## src/rtl/dmach_pkg.sv

```systemverilog
package dmach_pkg;
  localparam int unsigned REG_W  = 32;
  localparam int unsigned SEL_W  = 3;
  localparam int unsigned NFLAG  = 3;
  localparam int unsigned FL_HALF = 0;
  localparam int unsigned FL_DONE = 1;
  localparam int unsigned FL_ERR  = 2;

  localparam logic [SEL_W-1:0] RA_CTRL = 3'd0;
  localparam logic [SEL_W-1:0] RA_SRC  = 3'd1;
  localparam logic [SEL_W-1:0] RA_DST  = 3'd2;
  localparam logic [SEL_W-1:0] RA_CNT  = 3'd3;
  localparam logic [SEL_W-1:0] RA_FLAG = 3'd4;

  typedef enum logic [1:0] {DIR_P2M = 2'd0, DIR_M2P = 2'd1, DIR_M2M = 2'd2, DIR_BAD = 2'd3} dir_e;
  typedef enum logic [1:0] {WID_B = 2'd0, WID_H = 2'd1, WID_W = 2'd2, WID_BAD = 2'd3} wid_e;
  typedef enum logic [1:0] {ST_IDLE, ST_ARM, ST_RD, ST_WR} st_e;

  function automatic logic [2:0] wid_bytes(wid_e w);
    case (w)
      WID_B:   return 3'd1;
      WID_H:   return 3'd2;
      default: return 3'd4;
    endcase
  endfunction
endpackage

```

## src/rtl/dmach_regs.sv

```systemverilog
module dmach_regs
  import dmach_pkg::*;
#(
  parameter int unsigned AW = 32,
  parameter int unsigned CW = 16
) (
  input  logic             clk,
  input  logic             rst,
  input  logic             cfg_we,
  input  logic [SEL_W-1:0] cfg_sel,
  input  logic [REG_W-1:0] cfg_wdata,
  input  logic             clr_en,
  input  logic [NFLAG-1:0] set_flags,
  output logic             en_q,
  output wid_e             wid_q,
  output dir_e             dir_q,
  output logic             circ_q,
  output logic [AW-1:0]    src_q,
  output logic [AW-1:0]    dst_q,
  output logic [CW-1:0]    cnt_q,
  output logic [NFLAG-1:0] flag_q,
  output logic             irq_q
);
  logic [NFLAG-1:0] ie_q;
  logic             wr_ctrl, wr_flag;

  assign wr_ctrl = cfg_we && (cfg_sel == RA_CTRL);
  assign wr_flag = cfg_we && (cfg_sel == RA_FLAG);

  always_ff @(posedge clk) begin
    if (rst) begin
      en_q   <= 1'b0;
      wid_q  <= WID_B;
      dir_q  <= DIR_P2M;
      circ_q <= 1'b0;
      ie_q   <= '0;
      src_q  <= '0;
      dst_q  <= '0;
      cnt_q  <= '0;
      irq_q  <= 1'b0;
    end else begin
      if (wr_ctrl) begin
        wid_q  <= wid_e'(cfg_wdata[2:1]);
        dir_q  <= dir_e'(cfg_wdata[4:3]);
        circ_q <= cfg_wdata[5];
        ie_q   <= cfg_wdata[6 +: NFLAG];
      end
      if (clr_en)       en_q <= 1'b0;
      else if (wr_ctrl) en_q <= cfg_wdata[0];
      if (cfg_we && cfg_sel == RA_SRC) src_q <= cfg_wdata[AW-1:0];
      if (cfg_we && cfg_sel == RA_DST) dst_q <= cfg_wdata[AW-1:0];
      if (cfg_we && cfg_sel == RA_CNT) cnt_q <= cfg_wdata[CW-1:0];
      irq_q <= |(flag_q & ie_q);
    end
  end

  for (genvar i = 0; i < NFLAG; i++) begin : g_flag
    always_ff @(posedge clk) begin
      if (rst) flag_q[i] <= 1'b0;
      else     flag_q[i] <= set_flags[i] | (flag_q[i] & ~(wr_flag & cfg_wdata[i]));
    end

    assert_w1c_R10: assert property (@(posedge clk) disable iff (rst)
      (wr_flag && cfg_wdata[i] && !set_flags[i]) |=> !flag_q[i]);
    assert_sticky_R10: assert property (@(posedge clk) disable iff (rst)
      (flag_q[i] && !(wr_flag && cfg_wdata[i])) |=> flag_q[i]);
  end
endmodule

```

## src/rtl/dmach_addr.sv

```systemverilog
module dmach_addr #(
  parameter int unsigned AW = 32
) (
  input  logic          clk,
  input  logic          rst,
  input  logic          load,
  input  logic          step,
  input  logic [AW-1:0] src_start,
  input  logic [AW-1:0] dst_start,
  input  logic          inc_src,
  input  logic          inc_dst,
  input  logic [2:0]    stride,
  output logic [AW-1:0] cur_src,
  output logic [AW-1:0] cur_dst
);
  localparam int unsigned NSIDE = 2;
  logic [AW-1:0] seed [NSIDE];
  logic          adv  [NSIDE];

  assign seed[0] = src_start;
  assign seed[1] = dst_start;
  assign adv[0]  = inc_src;
  assign adv[1]  = inc_dst;

  for (genvar s = 0; s < NSIDE; s++) begin : g_side
    logic [AW-1:0] ptr;
    always_ff @(posedge clk) begin
      if (rst)                  ptr <= '0;
      else if (load)            ptr <= seed[s];
      else if (step && adv[s])  ptr <= ptr + AW'(stride);
    end
  end

  assign cur_src = g_side[0].ptr;
  assign cur_dst = g_side[1].ptr;
endmodule

```

## src/rtl/dmach_fsm.sv

```systemverilog
module dmach_fsm
  import dmach_pkg::*;
#(
  parameter int unsigned AW = 32,
  parameter int unsigned CW = 16,
  parameter int unsigned DW = 32
) (
  input  logic             clk,
  input  logic             rst,
  input  logic             cfg_en,
  input  wid_e             cfg_wid,
  input  dir_e             cfg_dir,
  input  logic             cfg_circ,
  input  logic [AW-1:0]    cfg_src,
  input  logic [AW-1:0]    cfg_dst,
  input  logic [CW-1:0]    cfg_cnt,
  input  logic [AW-1:0]    cur_src,
  input  logic [AW-1:0]    cur_dst,
  input  logic             periph_req,
  input  logic [DW-1:0]    bus_rdata,
  input  logic             bus_ready,
  input  logic             bus_err,
  output logic             addr_load,
  output logic             addr_step,
  output logic             inc_src,
  output logic             inc_dst,
  output logic [2:0]       stride,
  output logic [NFLAG-1:0] set_flags,
  output logic             clr_en,
  output logic             req_ack,
  output logic             bus_req,
  output logic             bus_we,
  output logic [AW-1:0]    bus_addr,
  output logic [1:0]       bus_size,
  output logic [DW-1:0]    bus_wdata
);
  st_e           st;
  wid_e          wid_q;
  dir_e          dir_q;
  logic          circ_q;
  logic [CW-1:0] n_q, idx, idx_nx, half_n;
  logic [AW-1:0] amask_cfg, amask_q;
  logic [DW-1:0] dmask;
  logic          bad_cfg, start_ok, start_bad, wr_ok, bus_fail, last, half_hit, paced;

  always_comb begin
    amask_cfg = AW'(wid_bytes(cfg_wid) - 3'd1);
    amask_q   = AW'(wid_bytes(wid_q) - 3'd1);
    bad_cfg   = (cfg_cnt == '0) || (cfg_wid == WID_BAD) || (cfg_dir == DIR_BAD) ||
                (|(cfg_src & amask_cfg)) || (|(cfg_dst & amask_cfg));
    start_ok  = (st == ST_IDLE) && cfg_en && !bad_cfg;
    start_bad = (st == ST_IDLE) && cfg_en && bad_cfg;
    wr_ok     = (st == ST_WR) && bus_ready && !bus_err;
    bus_fail  = ((st == ST_RD) || (st == ST_WR)) && bus_ready && bus_err;
    idx_nx    = idx + CW'(1);
    half_n    = n_q >> 1;
    last      = (idx_nx == n_q);
    half_hit  = (half_n != '0) && (idx_nx == half_n);
    paced     = (dir_q != DIR_M2M);
    case (wid_q)
      WID_B:   dmask = DW'(8'hFF);
      WID_H:   dmask = DW'(16'hFFFF);
      default: dmask = '1;
    endcase
    set_flags          = '0;
    set_flags[FL_HALF] = wr_ok && half_hit;
    set_flags[FL_DONE] = wr_ok && last;
    set_flags[FL_ERR]  = start_bad || bus_fail;
    clr_en    = start_bad || bus_fail || (wr_ok && last && !circ_q);
    addr_load = start_ok || (wr_ok && last && circ_q);
    addr_step = wr_ok && !last;
    inc_src   = (dir_q != DIR_P2M);
    inc_dst   = (dir_q != DIR_M2P);
    stride    = wid_bytes(wid_q);
  end

  assign bus_size = wid_q;

  always_ff @(posedge clk) begin
    if (rst) begin
      st        <= ST_IDLE;
      wid_q     <= WID_B;
      dir_q     <= DIR_P2M;
      circ_q    <= 1'b0;
      n_q       <= '0;
      idx       <= '0;
      req_ack   <= 1'b0;
      bus_req   <= 1'b0;
      bus_we    <= 1'b0;
      bus_addr  <= '0;
      bus_wdata <= '0;
    end else begin
      req_ack <= 1'b0;
      case (st)
        ST_IDLE: if (start_ok) begin
          wid_q  <= cfg_wid;
          dir_q  <= cfg_dir;
          circ_q <= cfg_circ;
          n_q    <= cfg_cnt;
          idx    <= '0;
          st     <= ST_ARM;
        end
        ST_ARM: begin
          if (!cfg_en) st <= ST_IDLE;
          else if (!paced || periph_req) begin
            bus_req  <= 1'b1;
            bus_we   <= 1'b0;
            bus_addr <= cur_src;
            st       <= ST_RD;
          end
        end
        ST_RD: if (bus_ready) begin
          if (bus_err) begin
            bus_req <= 1'b0;
            st      <= ST_IDLE;
          end else begin
            bus_we    <= 1'b1;
            bus_addr  <= cur_dst;
            bus_wdata <= bus_rdata & dmask;
            st        <= ST_WR;
          end
        end
        ST_WR: if (bus_ready) begin
          bus_req <= 1'b0;
          bus_we  <= 1'b0;
          if (bus_err) st <= ST_IDLE;
          else begin
            req_ack <= paced;
            if (!last) begin
              idx <= idx_nx;
              st  <= ST_ARM;
            end else if (circ_q) begin
              idx <= '0;
              st  <= ST_ARM;
            end else begin
              st  <= ST_IDLE;
            end
          end
        end
        default: st <= ST_IDLE;
      endcase
    end
  end

  assert_hold_R11: assert property (@(posedge clk) disable iff (rst)
    (bus_req && !bus_ready) |=> (bus_req && $stable(bus_addr) && $stable(bus_we) && $stable(bus_wdata)));
  assert_pace_R3: assert property (@(posedge clk) disable iff (rst)
    ((st == ST_ARM) && paced && !periph_req) |=> !bus_req);
  assert_align_R8: assert property (@(posedge clk) disable iff (rst)
    bus_req |-> ((bus_addr & amask_q) == '0));
  assert_stop_R5: assert property (@(posedge clk) disable iff (rst)
    (set_flags[FL_DONE] && !circ_q) |=> ((st == ST_IDLE) && !bus_req));
  assert_abort_R9: assert property (@(posedge clk) disable iff (rst)
    bus_fail |=> ((st == ST_IDLE) && !bus_req));
endmodule

```

## src/rtl/dma_xfer_channel.sv

```systemverilog
module dma_xfer_channel
  import dmach_pkg::*;
#(
  parameter int unsigned AW = 32,
  parameter int unsigned CW = 16,
  parameter int unsigned DW = 32
) (
  input  logic             clk,
  input  logic             rst,
  input  logic             cfg_we,
  input  logic [SEL_W-1:0] cfg_sel,
  input  logic [REG_W-1:0] cfg_wdata,
  input  logic             periph_req,
  output logic             req_ack,
  output logic             bus_req,
  output logic             bus_we,
  output logic [AW-1:0]    bus_addr,
  output logic [1:0]       bus_size,
  output logic [DW-1:0]    bus_wdata,
  input  logic [DW-1:0]    bus_rdata,
  input  logic             bus_ready,
  input  logic             bus_err,
  output logic [NFLAG-1:0] status,
  output logic             irq,
  output logic             chan_on
);
  logic             en_q, circ_q, clr_en, addr_load, addr_step, inc_src, inc_dst;
  wid_e             wid_q;
  dir_e             dir_q;
  logic [AW-1:0]    src_q, dst_q, cur_src, cur_dst;
  logic [CW-1:0]    cnt_q;
  logic [NFLAG-1:0] set_flags;
  logic [2:0]       stride;

  dmach_regs #(.AW(AW), .CW(CW)) u_regs (
    .clk(clk), .rst(rst), .cfg_we(cfg_we), .cfg_sel(cfg_sel), .cfg_wdata(cfg_wdata),
    .clr_en(clr_en), .set_flags(set_flags), .en_q(en_q), .wid_q(wid_q), .dir_q(dir_q),
    .circ_q(circ_q), .src_q(src_q), .dst_q(dst_q), .cnt_q(cnt_q), .flag_q(status), .irq_q(irq)
  );

  dmach_addr #(.AW(AW)) u_addr (
    .clk(clk), .rst(rst), .load(addr_load), .step(addr_step), .src_start(src_q),
    .dst_start(dst_q), .inc_src(inc_src), .inc_dst(inc_dst), .stride(stride),
    .cur_src(cur_src), .cur_dst(cur_dst)
  );

  dmach_fsm #(.AW(AW), .CW(CW), .DW(DW)) u_fsm (
    .clk(clk), .rst(rst), .cfg_en(en_q), .cfg_wid(wid_q), .cfg_dir(dir_q), .cfg_circ(circ_q),
    .cfg_src(src_q), .cfg_dst(dst_q), .cfg_cnt(cnt_q), .cur_src(cur_src), .cur_dst(cur_dst),
    .periph_req(periph_req), .bus_rdata(bus_rdata), .bus_ready(bus_ready), .bus_err(bus_err),
    .addr_load(addr_load), .addr_step(addr_step), .inc_src(inc_src), .inc_dst(inc_dst),
    .stride(stride), .set_flags(set_flags), .clr_en(clr_en), .req_ack(req_ack),
    .bus_req(bus_req), .bus_we(bus_we), .bus_addr(bus_addr), .bus_size(bus_size),
    .bus_wdata(bus_wdata)
  );

  assign chan_on = en_q;
endmodule

```

## config.mk

```make
export PLATFORM = sky130hd
export DESIGN_NAME = dma_xfer_channel
export DESIGN_NICKNAME = d
export VERILOG_FILES = /design/src/rtl/dmach_pkg.sv /design/src/rtl/dmach_regs.sv /design/src/rtl/dmach_addr.sv /design/src/rtl/dmach_fsm.sv /design/src/rtl/dma_xfer_channel.sv
export SDC_FILE = /design/constraint.sdc
export NUM_CORES = 1
export LEC_CHECK = 0
export ABC_AREA = 1
export BUFFER_PORTS_ARGS = -buffer_cell sky130_fd_sc_hd__buf_2
export CORE_MARGIN = 8
export CORE_UTILIZATION = 55
export CTS_CLUSTER_SIZE = 25
export DETAILED_ROUTE_END_ITERATION = 8
export PLACE_DENSITY_LB_ADDON = 0.15
export RECOVER_POWER = 25
export SLEW_MARGIN = 40
export SYNTH_ARGS = -nofsm -noshare
export SYNTH_HDL_FRONTEND = slang
export SYNTH_HIERARCHICAL = 1
export SYNTH_SLANG_ARGS = --single-unit
```

## constraint.sdc

```tcl
create_clock -name clk -period 3.9 [get_ports clk]
set_clock_uncertainty 0.05 [all_clocks]
set_input_delay 0.39 -clock clk [delete_from_list [all_inputs] [get_ports clk]]
set_output_delay 0.39 -clock clk [all_outputs]
set_load 0.05 [all_outputs]
```

* Word-level counts from Yosys, hierarchy flattened *
Index checks and enable logic that the tools add are counted.

storage, ports and cells
  register bits = 263
  input bits = 73
  output and inout port bits = 74
  word-level logic and storage cells = 170

operators by class
  add/subtract/negate cells = 4
  equality and inequality tests = 25
  muxes and demuxes = 39
  bitwise operators = 19
  reductions and logical operators = 58

operator list
  cell                     number
  $mux W32                 8
  $pmux W32 S2             2
  $and A32 B32 Y32         3
  $mux W16                 5
  $add A32 B3 Y32          2
  $reduce_or A32 Y1        2
  $pmux W16 S2             1
  $logic_and A1 B1 Y1      20
  $add A16 B1 Y16 const B  1
  $eq A16 B15 Y1           1
  $eq A16 B16 Y1           1
  $logic_not A16 Y1        1
  $mux W2                  8
  $reduce_bool A16 Y1      1
  $ne A2 B2 Y1 const B     7
  $pmux W3 S2              2
  $reduce_and A6 Y1        2
  $mux W1                  10
  $reduce_and A5 Y1        2
  $reduce_bool A2 Y1       5
  $logic_or A1 B1 Y1       9
  $eq A2 B2 Y1 const B     4
  $pmux W2 S4              1
  $and A1 B1 Y1            6
  21 further kinds         41

* Longest topological paths before layout *
Gate-level depths: netlist (run 1).

  depth in word-level cells = 11
  gate-level depth with buffers = 22
  mapped depth without buffers = 21

* Modules after synthesis *
Netlist (run 1), hierarchy kept.

modules (own cells, without submodules)
  module      instances  cells each  area an instance (sq um)  sequential area each (sq um)
  dmach_fsm   1          848         5626.6                    2122.0
  dmach_addr  1          761         4640.7                    1281.2
  dmach_regs  1          542         3861.2                    1861.8

* Worst setup path after synthesis (run 1) *
No wires, ideal clock.

  kind = reg-to-reg
  from = register u_fsm.idx[0]
  to = register u_addr.g_side[0].ptr[8] (netlist: u_addr/cur_src[8])
  setup time = 0.074 ns
  arrival time = 2.810 ns
  required time = 3.776 ns
  path slack = 0.965 ns
  cell stages (with the launch flop) = 19
  buffers on the path = 3
  clock period less this slack = 2.935 ns
  cells stage by stage = dfxtp_1 -> ha_1 -> nand3_1 -> nor2_2 -> nand3_1 -> nand2_1 -> nand2_2 -> nand2_1 -> nand2_1 -> nor2_1 -> nand3_1 -> nor2_4 -> nand2_1 -> o21ai_1 -> buf_2 -> buf_2 -> clkbuf_1 -> nand2_1 -> a31oi_1

on the way
  longest elaborated chain between the ends = 6
  elaborated cells between the ends (all ways) = 10
  those cells by class = add/sub (1); eq/ne (1); mux (1); reduce/logical (7)

ends and longest elaborated chain
  item                                            line                    source
  start, declared                                 dmach_fsm.sv:41         logic [CW-1:0] n_q, idx, idx_nx, half_n;
  start signal, assigned                          dmach_fsm.sv:130        idx <= idx_nx;
  $add A16 B1 Y16 (*)                             dmach_fsm.sv:55         idx_nx = idx + CW'(1);
  $eq A16 B16 Y1 (*)                              dmach_fsm.sv:57         last = (idx_nx == n_q);
  $logic_and A1 B1 Y1 (*) (2 in a row)            dmach_fsm.sv:70         addr_load = start_ok || (wr_ok && last && circ_q);
  $logic_or A1 B1 Y1 (*)                          dmach_fsm.sv:70
  net addr_load                                   dma_xfer_channel.sv:27  logic en_q, circ_q, clr_en, addr_load, addr_step, inc_src, inc_dst;
  $mux W32 or $reduce_bool A2 Y1 (tied branches)  -
  end signal, assigned                            dmach_addr.sv:29        else if (load) ptr <= seed[s];
  end signal, assigned                            dmach_addr.sv:30        else if (step && adv[s]) ptr <= ptr + AW'(stride);
  end, declared                                   dmach_addr.sv:26        logic [AW-1:0] ptr;

Mark *: on every way through the listed nets, which the timed path passes. The rest lies on a longest branch.
A chain may end at the register's enable or synchronous reset.

==> reports/results.tsv, run 1 <==
stage	metric	value	unit
worst_hold_path	min-delay-start	bus_rdata[2]	
power_and_ir_drop	power.density	403	nW/um2
sta	setup_tns	0	ns
sta	fin_ws	0.409	ns
synth	synth_flop_cell	dfxtp_1	
clock_tree	clockRootBuffer	clkbuf_16	
power_and_ir_drop	leakagePower	6.45	nW
synth	synth.most_common_cell	nand2_1	
sta	hold_viol	0	
clock_tree	cts_setup_buffers	0	
worst_setup_path	crit_arrival	3.86	ns
worst_setup_path	path_max_fanout	89	
sta	slew_viol_final	90	
synth	synth-seq-cells	263	
final_layout	drive_above_1_share	12.8	%
synth	ys_top_cells_by_area	dfxtp_1, nand2_1, nor2_1	
power_and_ir_drop	swShare	28.4	%
worst_hold_path	hp-class	in -> reg	
grt	grt_util_all_layers	29.1	%
clock_tree	numCtsBuffers	29	
grt	grt_overflow	0	
floorplan	core	25200	um2
sta	slew_headroom	-4.62	%
clock_tree	clk_pin_slew	0.06	ns
final_layout	num-nets-final	2334	
detailed_routing	wl_met3	5270	um
synth	synth_cell_types	56	
floorplan	start_util	56.1	%
power_and_ir_drop	total_power	0.00638	W
worst_setup_path	worst_setup_path_end_kind	register	
worst_setup_path	r2r-start	u_fsm/idx[0]	
clock_tree	post_cts_resized	0	
clock_tree	cts_tree	built	
clock_tree	cts_sinks	263	
detailed_routing	top_layer	met5	
grt	grt_pass1_wl	73300	um
power_and_ir_drop	p_clk_share	41.6	%
run	drv_cap	1	
status	status	finished, violations left	
synth	ys_warn_count	6	
detailed_routing	drcViolationCount	0	
synth	async_reset_ff_share	0	%
power_and_ir_drop	ir_drop	368	uV
worst_hold_path	holdPathStages	3	
sta	setup_violations	0	
detailed_routing	drt_iter0_drc	1643	
synth	synth_nets	2235	
sta	finalCriticalPeriod	3.49	ns
detailed_routing	met2_length	19700	um
placement	io_buffers	146	
final_layout	syn_to_final_growth	12.0	%
status	violations	capacitance limit, slew limit	
sta	rsz0062_at_grt	no	
synth	yosysTopAreaCellShare	37.3	%
final_layout	regArea	5270	um2
worst_setup_path	cp-start-kind	primary input	
synth	synthTopCellsByCount	nand2_1, nor2_1, dfxtp_1, inv_1, o21ai_0	
worst_setup_path	worstSetupPathType	in -> reg	
detailed_routing	wl_met1	20900	um
detailed_routing	vias	14552	
detailed_routing	route.antenna.remaining_nets	0	
grt	grt_pass1_vias	13487	
clock_tree	clockBufferDepth	3	
power_and_ir_drop	internal_power	0.00457	W
synth	synth_cells	2151	
clock_tree	clk_latency	0.56	ns
synth	synth_area_leader_cell	dfxtp_1	
synth	ys_seq_area_share	37.3	%
floorplan	dieArea	31100	um2
detailed_routing	first_pass_iters	7	
placement	place.gp.congestion	0.983	
final_layout	fillCellCount	2410	
floorplan	io_pins	147	
synth	synth_area	14100	um2
detailed_routing	wl_per_cell	18.0	um
sta	min_period_over_period	89.5	%
grt	antenna_found_initial	1	
worst_setup_path	reg2reg_setup_slack	0.43	ns
worst_setup_path	reg2reg_depth	18	
placement	dp_hpwl	35200	um
placement	place_ws	0.480	ns
clock_tree	ctsHoldBuffers	0	
final_layout	n_antenna_cell	0	
floorplan	die_w	176	um
final_layout	design_area	15800	um2
power_and_ir_drop	seqPwrFrac	45.0	%
clock_tree	htree_levels	1	
synth	synth_edf_count	0	
grt	grt_max_degree	90	
power_and_ir_drop	pwr-share-comb	13.4	%
floorplan	die_h	176	um
power_and_ir_drop	p_switching	0.00181	W
worst_setup_path	cp.required	4.27	ns
floorplan	rows	58	
sta	fmax	0.286	GHz
detailed_routing	viasPerCell	5.60	
detailed_routing	routed_wirelength	46900	um
synth	postSynthAreaPerCell	6.57	um2
sta	worst_slew_pin_slew	1.57	ns
placement	place_area	15000	um2
worst_hold_path	hold_end	u_fsm/bus_wdata[2]	
worst_setup_path	r2r_end	u_addr/cur_src[26]	
final_layout	multi_input_area	7480	um2
routing by layer:
metal | GRT usage (%) | up-vias
met5 | 0 | -
met4 | 6.53 | 2
met3 | 7.22 | 83
met2 | 44.6 | 631
met1 | 40.7 | 6668
li1 | - | 7168
metrics by stage:
step / hold WS [ns] / utilization, % / cells
after floorplan: 0.394 / - / 2151
after global placement: 0.399 / 59.5 / 2549
after detailed placement: 0.403 / 59.5 / 2549
after CTS: 0.00574 / 63.1 / 2600
after global routing: 0.0256 / 62.9 / 2600
final: 0.0220 / 62.9 / 2600
worst max path at each step:
stage                 startpoint                 end  cells past startpoint
global placement    u_fsm/idx[0]  u_addr/cur_dst[28]                     19
finish                       rst     u_regs/src_q[7]                      6
global route        u_fsm/idx[0]  u_addr/cur_src[31]                     19
detailed placement  u_fsm/idx[0]  u_addr/cur_dst[15]                     18
CTS                 u_fsm/idx[0]  u_addr/cur_dst[15]                     18
floorplan           u_fsm/idx[0]   u_addr/cur_src[8]                     18
layout make-up:
type	count	area share, %
Timing Repair Buffer	168	5.41
Sequential cell	263	33.3
Clock inverter	11	0.593
Tap cell	330	2.61
Clock buffer	40	5.16
Multi-Input combinational cell	1548	47.2
Inverter	240	5.73
placed cells by master (no fill, tap or decap), drive strengths merged, types with 4 or more instances in the layout:
cell type and count:
nor2 371, nand3 122, nor3 22, clkbuf 77
buf 131, xor2 13, inv 238, xnor2 9
o21ai 168, a22o 4, dfxtp 263, clkinv 11
or2 4, nand4 85, a21oi 102, a31oi 54
ha 9, nand2 549, nor4 6
critical path: stages:
cell	delay, ns
clkbuf_1	0.62
clkbuf_1	1.12
clkinv_1	0.21
clkbuf_2	0.91
o21ai_1	0.50
nor2_1	0.07
flip-flops by register name (all words and copies together), names as in the netlist, 3 cells and up:
| name | cells |
|---|---|
| u_regs/flag_q | 3 |
| u_regs/cnt_q | 16 |
| u_addr/cur_dst | 32 |
| u_fsm/idx | 16 |
| u_addr/cur_src | 32 |
| u_regs/ie_q | 3 |
| u_regs/dst_q | 32 |
| u_fsm/n_q | 16 |
| u_fsm/bus_wdata | 32 |
| u_fsm/bus_addr | 32 |
| u_regs/src_q | 32 |
cell families (layout without fill, tap and decap cells):
kind of cell / after synthesis / count (layout) / share of synthesized area [%]
AOI/OAI and AO/OA: 348 / 348 / 13.4
xor gates and xnor gates: 22 / 22 / 1.36
adders and majority gates: 11 / 11 / 1.08
buffers and inverters: 340 / 459 / 9.95
DFF: 263 / 263 / 37.3
and+or+nand+nor: 1167 / 1167 / 36.9
power groups by stage:
| stage | sequential [W] | combinational [W] | clock, W |
|---|---|---|---|
| floorplan | 0.00289 | 0.000629 | 0 |
| CTS | 0.00287 | 0.000842 | 0.00269 |
| detailed placement | 0.00292 | 0.000836 | 0 |
| finish | 0.00287 | 0.000857 | 0.00265 |
| global placement | 0.00292 | 0.000835 | 0 |
| global route | 0.00288 | 0.000964 | 0.00279 |
Power figures use the tool's default switching activity.
==> inputs of run 2 (changes only) <==
==> constraint.sdc (replaced) <==
create_clock -name clk -period 3.9 [get_ports clk]
set_clock_uncertainty 0.05 [all_clocks]
set_input_delay 0.585 -clock clk [delete_from_list [all_inputs] [get_ports clk]]
set_output_delay 0.585 -clock clk [all_outputs]
set_load 0.05 [all_outputs]
==> run 2 against run 1 <==
The run now ends clean; core utilization rose by 0.17 points; largest power group unchanged; non-clock buffer count is 1 higher; die area unchanged; final area is 0.28% higher; sequential power is essentially flat.
==> reports/results.tsv, run 2 (synthesis gave the netlist of run 1 again) <==
stage	metric	value	unit
final_layout	syn_to_final_growth	12.4	%
power_and_ir_drop	pwr-share-comb	13.1	%
power_and_ir_drop	swShare	27.7	%
grt	grt_util_all_layers	29.0	%
power_and_ir_drop	power.density	408	nW/um2
sta	fmax	0.279	GHz
final_layout	fillCellCount	2441	
clock_tree	htree_levels	1	
final_layout	layout_common_cells	nand2_1, nor2_1, dfxtp_1, inv_1, o21ai_0	
sta	rsz0062_at_grt	no	
grt	grt_max_degree	66	
clock_tree	cts_tree	built	
clock_tree	cts_setup_buffers	0	
sta	slew_viol_final	0	
power_and_ir_drop	p_switching	0.00180	W
detailed_routing	route.antenna.remaining_nets	0	
worst_setup_path	path_max_fanout	17	
worst_setup_path	cp.required	4.23	ns
floorplan	io_pins	147	
floorplan	rows	58	
detailed_routing	viasPerCell	5.65	
power_and_ir_drop	leakagePower	6.47	nW
sta	worst_slew_pin_slew	1.47	ns
sta	hold_slack	0.227	ns
sta	setup_violations	0	
worst_setup_path	reg2reg_setup_slack	0.32	ns
clock_tree	clockRootBuffer	clkbuf_16	
worst_setup_path	r2r-start	u_fsm/idx[0]	
detailed_routing	first_pass_iters	5	
detailed_routing	drcViolationCount	0	
placement	dp.cells	2550	
sta	slew_headroom	2.16	%
grt	grt_pass1_vias	13218	
clock_tree	post_cts_resized	0	
worst_setup_path	worstSetupPathType	reg -> reg	
final_layout	multi_input_area	7480	um2
run	drv_cap	0	
placement	place_area	15000	um2
grt	grt_pass1_wl	72600	um
final_layout	n_antenna_cell	0	
final_layout	fin_util	63.0	%
clock_tree	clockBufferDepth	3	
detailed_routing	wl_per_cell	18.1	um
worst_hold_path	hp-class	in -> reg	
power_and_ir_drop	internal_power	0.00469	W
final_layout	num-nets-final	2334	
final_layout	design_area	15900	um2
worst_setup_path	crit_top_cell	nand2_1	
power_and_ir_drop	seqPwrFrac	44.2	%
worst_setup_path	crit_family	simple AND/OR/NAND/NOR gates	
final_layout	final_common_cell	nand2_1	
floorplan	core	25200	um2
floorplan	dieArea	31100	um2
sta	setup_tns	0	ns
worst_setup_path	crit_chain	ha_1 -> nand3_1 -> nor2_2 -> nand3_1 -> nand2_1 -> nand2_2 -> nand2_1 -> nand2_1 -> nor2_1 -> nand3_1 -> nor2_4 -> nand2_1 -> o21ai_4 -> nor2_1 -> inv_2 -> o21ai_0 -> a21oi_1 -> nor2_1	
worst_setup_path	cp-start-kind	register	
detailed_routing	vias	14683	
clock_tree	numCtsBuffers	28	
worst_setup_path	crit_arrival	3.91	ns
floorplan	die_w	176	um
clock_tree	clk_pin_slew	0.06	ns
sta	hold_viol	0	
worst_hold_path	min-delay-start	bus_rdata[7]	
sta	finalCriticalPeriod	3.58	ns
detailed_routing	drt_iter0_drc	1665	
power_and_ir_drop	ir_drop	344	uV
worst_setup_path	cp_slowest_cell	dfxtp_1	
power_and_ir_drop	p_clk_share	42.6	%
placement	io_buffers	146	
final_layout	layoutNonFillerInstCount	2601	
sta	min_period_over_period	91.9	%
final_layout	regArea	5270	um2
final_layout	drive_above_1_share	12.8	%
worst_setup_path	crit_path_max_incr_delay	0.44	ns
placement	dp_hpwl	35500	um
clock_tree	clk_latency	0.56	ns
status	status	complete, no violations	
placement	place.gp.congestion	1.03	
floorplan	start_util	56.1	%
clock_tree	cts_sinks	263	
grt	antenna_found_initial	0	
grt	grt_overflow	0	
detailed_routing	routed_wirelength	47000	um
worst_setup_path	cp-startpoint	u_fsm/idx[0]	
clock_tree	ctsHoldBuffers	0	
worst_setup_path	path_buf_inv	1	
worst_setup_path	worst_setup_path_end_kind	register	
floorplan	die_h	176	um
run 2: final timing paths:
check | endpoint | cells past startpoint
max | u_addr/cur_src[26] | 18
min reg2reg | u_fsm/bus_wdata[9] | 2
min | u_fsm/bus_wdata[7] | 3
max reg2reg | u_addr/cur_src[26] | 18
run 2: per-stage QoR:
step / power (W) / setup slack, ns
after floorplan: 0.00352 / 0.965
after global placement: 0.00375 / 0.593
after detailed placement: 0.00376 / 0.452
after CTS: 0.00651 / 0.417
after global routing: 0.00673 / 0.0311
final: 0.00648 / 0.317
run 2: worst reg2reg max path, cell delays in order, from the launching register on:
cell and delay [ns]:
dfxtp_1 0.44, ha_1 0.24, nand3_1 0.14, nor2_2 0.24
nand3_1 0.11, nand2_1 0.10, nand2_2 0.07, nand2_1 0.09
nand2_1 0.08, nor2_1 0.12, nand3_1 0.27, nor2_4 0.22
nand2_1 0.14, o21ai_4 0.35, nor2_1 0.14, inv_2 0.28
o21ai_0 0.12, a21oi_1 0.13, nor2_1 0.07
run 2: metal layers:
layer,global-route usage (%),share of wire [%],vias up,routed length (um)
met5,0,0,-,0
met4,6.68,2.0,0,948
met3,7.01,12,67,5440
met2,44.5,43,729,20000
met1,40.6,44,6711,20600
li1,-,-,7176,-
run 2: area by class of cell:
cell class                 count  area share [%]
inverter                     240            5.70
multi-input combinational   1548            47.1
tap                          330            2.60
timing repair buffer         169            5.37
clock inverter                14            1.22
clock buffer                  37            4.82
sequential                   263            33.2
run 2: power by group through the flow:
stage               combinational, W  sequential (W)  clock, W
finish                      0.000850         0.00287   0.00277
CTS                         0.000838         0.00286   0.00281
detailed placement          0.000833         0.00292         0
global route                0.000949         0.00288   0.00290
global placement            0.000829         0.00292         0
floorplan                   0.000629         0.00289         0
==> inputs of run 3 (changes only) <==
Settings changed: PLACE_DENSITY set to 0.81, PLACE_DENSITY_LB_ADDON 0.15 to not set.
==> run 3 against run 2 <==
The run now ends with capacitance limit, slew limit left; core utilization grew 0.15 points; critical endpoint is now u_addr/cur_dst[15]; largest cell class unchanged; sequential power is essentially flat; count of clock-buffer cells in the layout grew 2.
==> reports/results.tsv, run 3 (synthesis gave the netlist of run 1 again) <==
stage	metric	value	unit
worst_setup_path	cp.depth	19	
final_layout	final_common_cell	nand2_1	
power_and_ir_drop	leakagePower	6.60	nW
detailed_routing	drcViolationCount	0	
worst_setup_path	crit_family	simple AND/OR/NAND/NOR gates	
grt	grt_pass1_vias	13458	
worst_setup_path	endpoint	u_addr/cur_dst[15]	
placement	dp_hpwl	34900	um
floorplan	die_h	176	um
grt	grt_overflow	0	
sta	hold_viol	0	
final_layout	layout_common_cells	nand2_1, nor2_1, dfxtp_1, inv_1, o21ai_0	
worst_setup_path	path_buf_inv	3	
status	violations	capacitance limit, slew limit	
final_layout	design_area	15900	um2
sta	worst_slew_pin_slew	1.77	ns
detailed_routing	wl_per_cell	18.1	um
worst_setup_path	crit_path_max_incr_delay	0.47	ns
sta	setup_tns	0	ns
floorplan	core	25200	um2
final_layout	syn_to_final_growth	12.6	%
worst_setup_path	crit_arrival	3.89	ns
worst_setup_path	reg2reg_depth	19	
worst_setup_path	cp-start-kind	register	
floorplan	io_pins	147	
detailed_routing	viasPerCell	5.70	
floorplan	die_w	176	um
status	status	finished, violations left	
clock_tree	clockBufferDepth	3	
sta	slew_viol_final	57	
grt	grt_max_degree	83	
worst_setup_path	worst_setup_path_end_kind	register	
worst_setup_path	r2r-start	u_fsm/idx[0]	
floorplan	start_util	56.1	%
worst_setup_path	cp.required	4.25	ns
worst_setup_path	r2r_end	u_addr/cur_dst[15]	
detailed_routing	routed_wirelength	47000	um
power_and_ir_drop	power.density	404	nW/um2
clock_tree	ctsHoldBuffers	0	
sta	rsz0062_at_grt	no	
worst_hold_path	hp-class	in -> reg	
floorplan	rows	58	
placement	place_area	14900	um2
power_and_ir_drop	total_power	0.00643	W
run	drv_cap	1	
clock_tree	numCtsBuffers	28	
detailed_routing	route.antenna.remaining_nets	0	
detailed_routing	drt_iter0_drc	1578	
clock_tree	clk_latency	0.57	ns
worst_setup_path	crit_chain	ha_1 -> nand2_1 -> nor2_4 -> nand3_1 -> nand2_1 -> nand2_1 -> nand2_1 -> nand2_2 -> nor2_1 -> nand3_1 -> nor2_4 -> nand2_1 -> o21ai_4 -> buf_12 -> inv_2 -> buf_4 -> o21ai_0 -> o21bai_1 -> a21oi_1	
clock_tree	clockRootBuffer	clkbuf_16	
worst_setup_path	cp_slowest_cell	dfxtp_1	
sta	min_period_over_period	90.7	%
worst_setup_path	worstSetupPathType	reg -> reg	
sta	fmax	0.283	GHz
clock_tree	clk_pin_slew	0.06	ns
final_layout	num-nets-final	2332	
final_layout	drive_above_1_share	14.2	%
sta	finalCriticalPeriod	3.54	ns
grt	grt_util_all_layers	29.1	%
grt	grt_pass1_wl	73200	um
worst_setup_path	crit_top_cell	nand2_1	
clock_tree	htree_levels	1	
clock_tree	cts_sinks	263	
clock_tree	cts_tree	built	
worst_setup_path	path_max_fanout	32	
sta	setup_violations	0	
final_layout	fillCellCount	2366	
grt	antenna_found_initial	0	
detailed_routing	vias	14815	
worst_setup_path	reg2reg_setup_slack	0.36	ns
detailed_routing	first_pass_iters	8	
sta	slew_headroom	-18.4	%
worst_setup_path	cp-startpoint	u_fsm/idx[0]	
power_and_ir_drop	ir_drop	331	uV
floorplan	dieArea	31100	um2
final_layout	n_antenna_cell	0	
placement	place.gp.congestion	1.01	
placement	io_buffers	146	
run 3: cell count changes in the layout (fill, tap and decap cells not counted), moves of 2 or more:
cell,delta
o21ai_1,-17
buf_2,+34
clkbuf_1,-33
bufinv_16,-2
buf_6,+2
buf_4,-6
o21ai_0,+17
clkbuf_8,+2
run 3: worst min-delay path by stage:
stage / startpoint / endpoint / depth (start not counted)
after floorplan: u_fsm/n_q[0] / u_fsm/n_q[0] / 2
after global placement: u_fsm/bus_wdata[26] / u_fsm/bus_wdata[26] / 2
after detailed placement: u_fsm/bus_wdata[29] / u_fsm/bus_wdata[29] / 2
after CTS: bus_rdata[6] / u_fsm/bus_wdata[6] / 3
after global routing: bus_rdata[6] / u_fsm/bus_wdata[6] / 3
final: bus_rdata[6] / u_fsm/bus_wdata[6] / 3
run 3: stage by stage:
step / utilization [%] / setup WS [ns] / hold WS [ns] / instances
6_report: 63.2 / 0.363 / 0.215 / 2600
3_5_place_dp: 59.3 / 0.241 / 0.405 / 2546
3_3_place_gp: 59.3 / 0.398 / 0.399 / 2546
5_1_grt: 63.2 / 0.131 / 0.214 / 2600
2_1_floorplan: - / 0.965 / 0.394 / 2151
4_1_cts: 63.1 / 0.210 / 0.194 / 2598
run 3: layout make-up:
cell class | instances | area (um2) | area share [%]
Clock buffer | 39 | 792 | 4.98
Clock inverter | 13 | 156 | 0.983
Inverter | 240 | 908 | 5.71
Multi-Input combinational cell | 1548 | 7480 | 47.0
Sequential cell | 263 | 5270 | 33.1
Tap cell | 330 | 413 | 2.59
Timing Repair Buffer | 167 | 896 | 5.63
run 3: worst register-to-register path: stages, from the launching register on:
cell and delay, ns:
dfxtp_1 0.47, ha_1 0.24, nand2_1 0.13, nor2_4 0.22, nand3_1 0.11, nand2_1 0.10
nand2_1 0.09, nand2_1 0.09, nand2_2 0.07, nor2_1 0.14, nand3_1 0.25, nor2_4 0.24
nand2_1 0.15, o21ai_4 0.19, buf_12 0.16, inv_2 0.05, buf_4 0.22, o21ai_0 0.23
o21bai_1 0.13, a21oi_1 0.07
run 3: layer usage:
metal  vias to the layer above  routed length [um]  global-route usage (%)  share of wire, %
met5                         -                   0                       0                 0
met4                         0                1520                    9.43               3.2
met3                       112                5160                    6.67                11
met2                       747               19800                    43.7                42
met1                      6779               20500                    40.5                44
li1                       7177                   -                       -                 -
run 3: timing repair:
action | 4_1_cts | 5_1_grt
endpoints found under the hold margin | 0 | 0
setup endpoints to repair | 0 | 40
setup buffers | 0 | 2
gates resized for setup | 0 | 1
run 3: power breakdown:
| group | internal, W | total [W] | switching [W] |
|---|---|---|---|
| logic | 0.000273 | 0.000866 | 0.000593 |
| clock network | 0.00156 | 0.00270 | 0.00113 |
| registers | 0.00277 | 0.00287 | 0.000101 |
| total | 0.00461 | 0.00643 | 0.00183 |
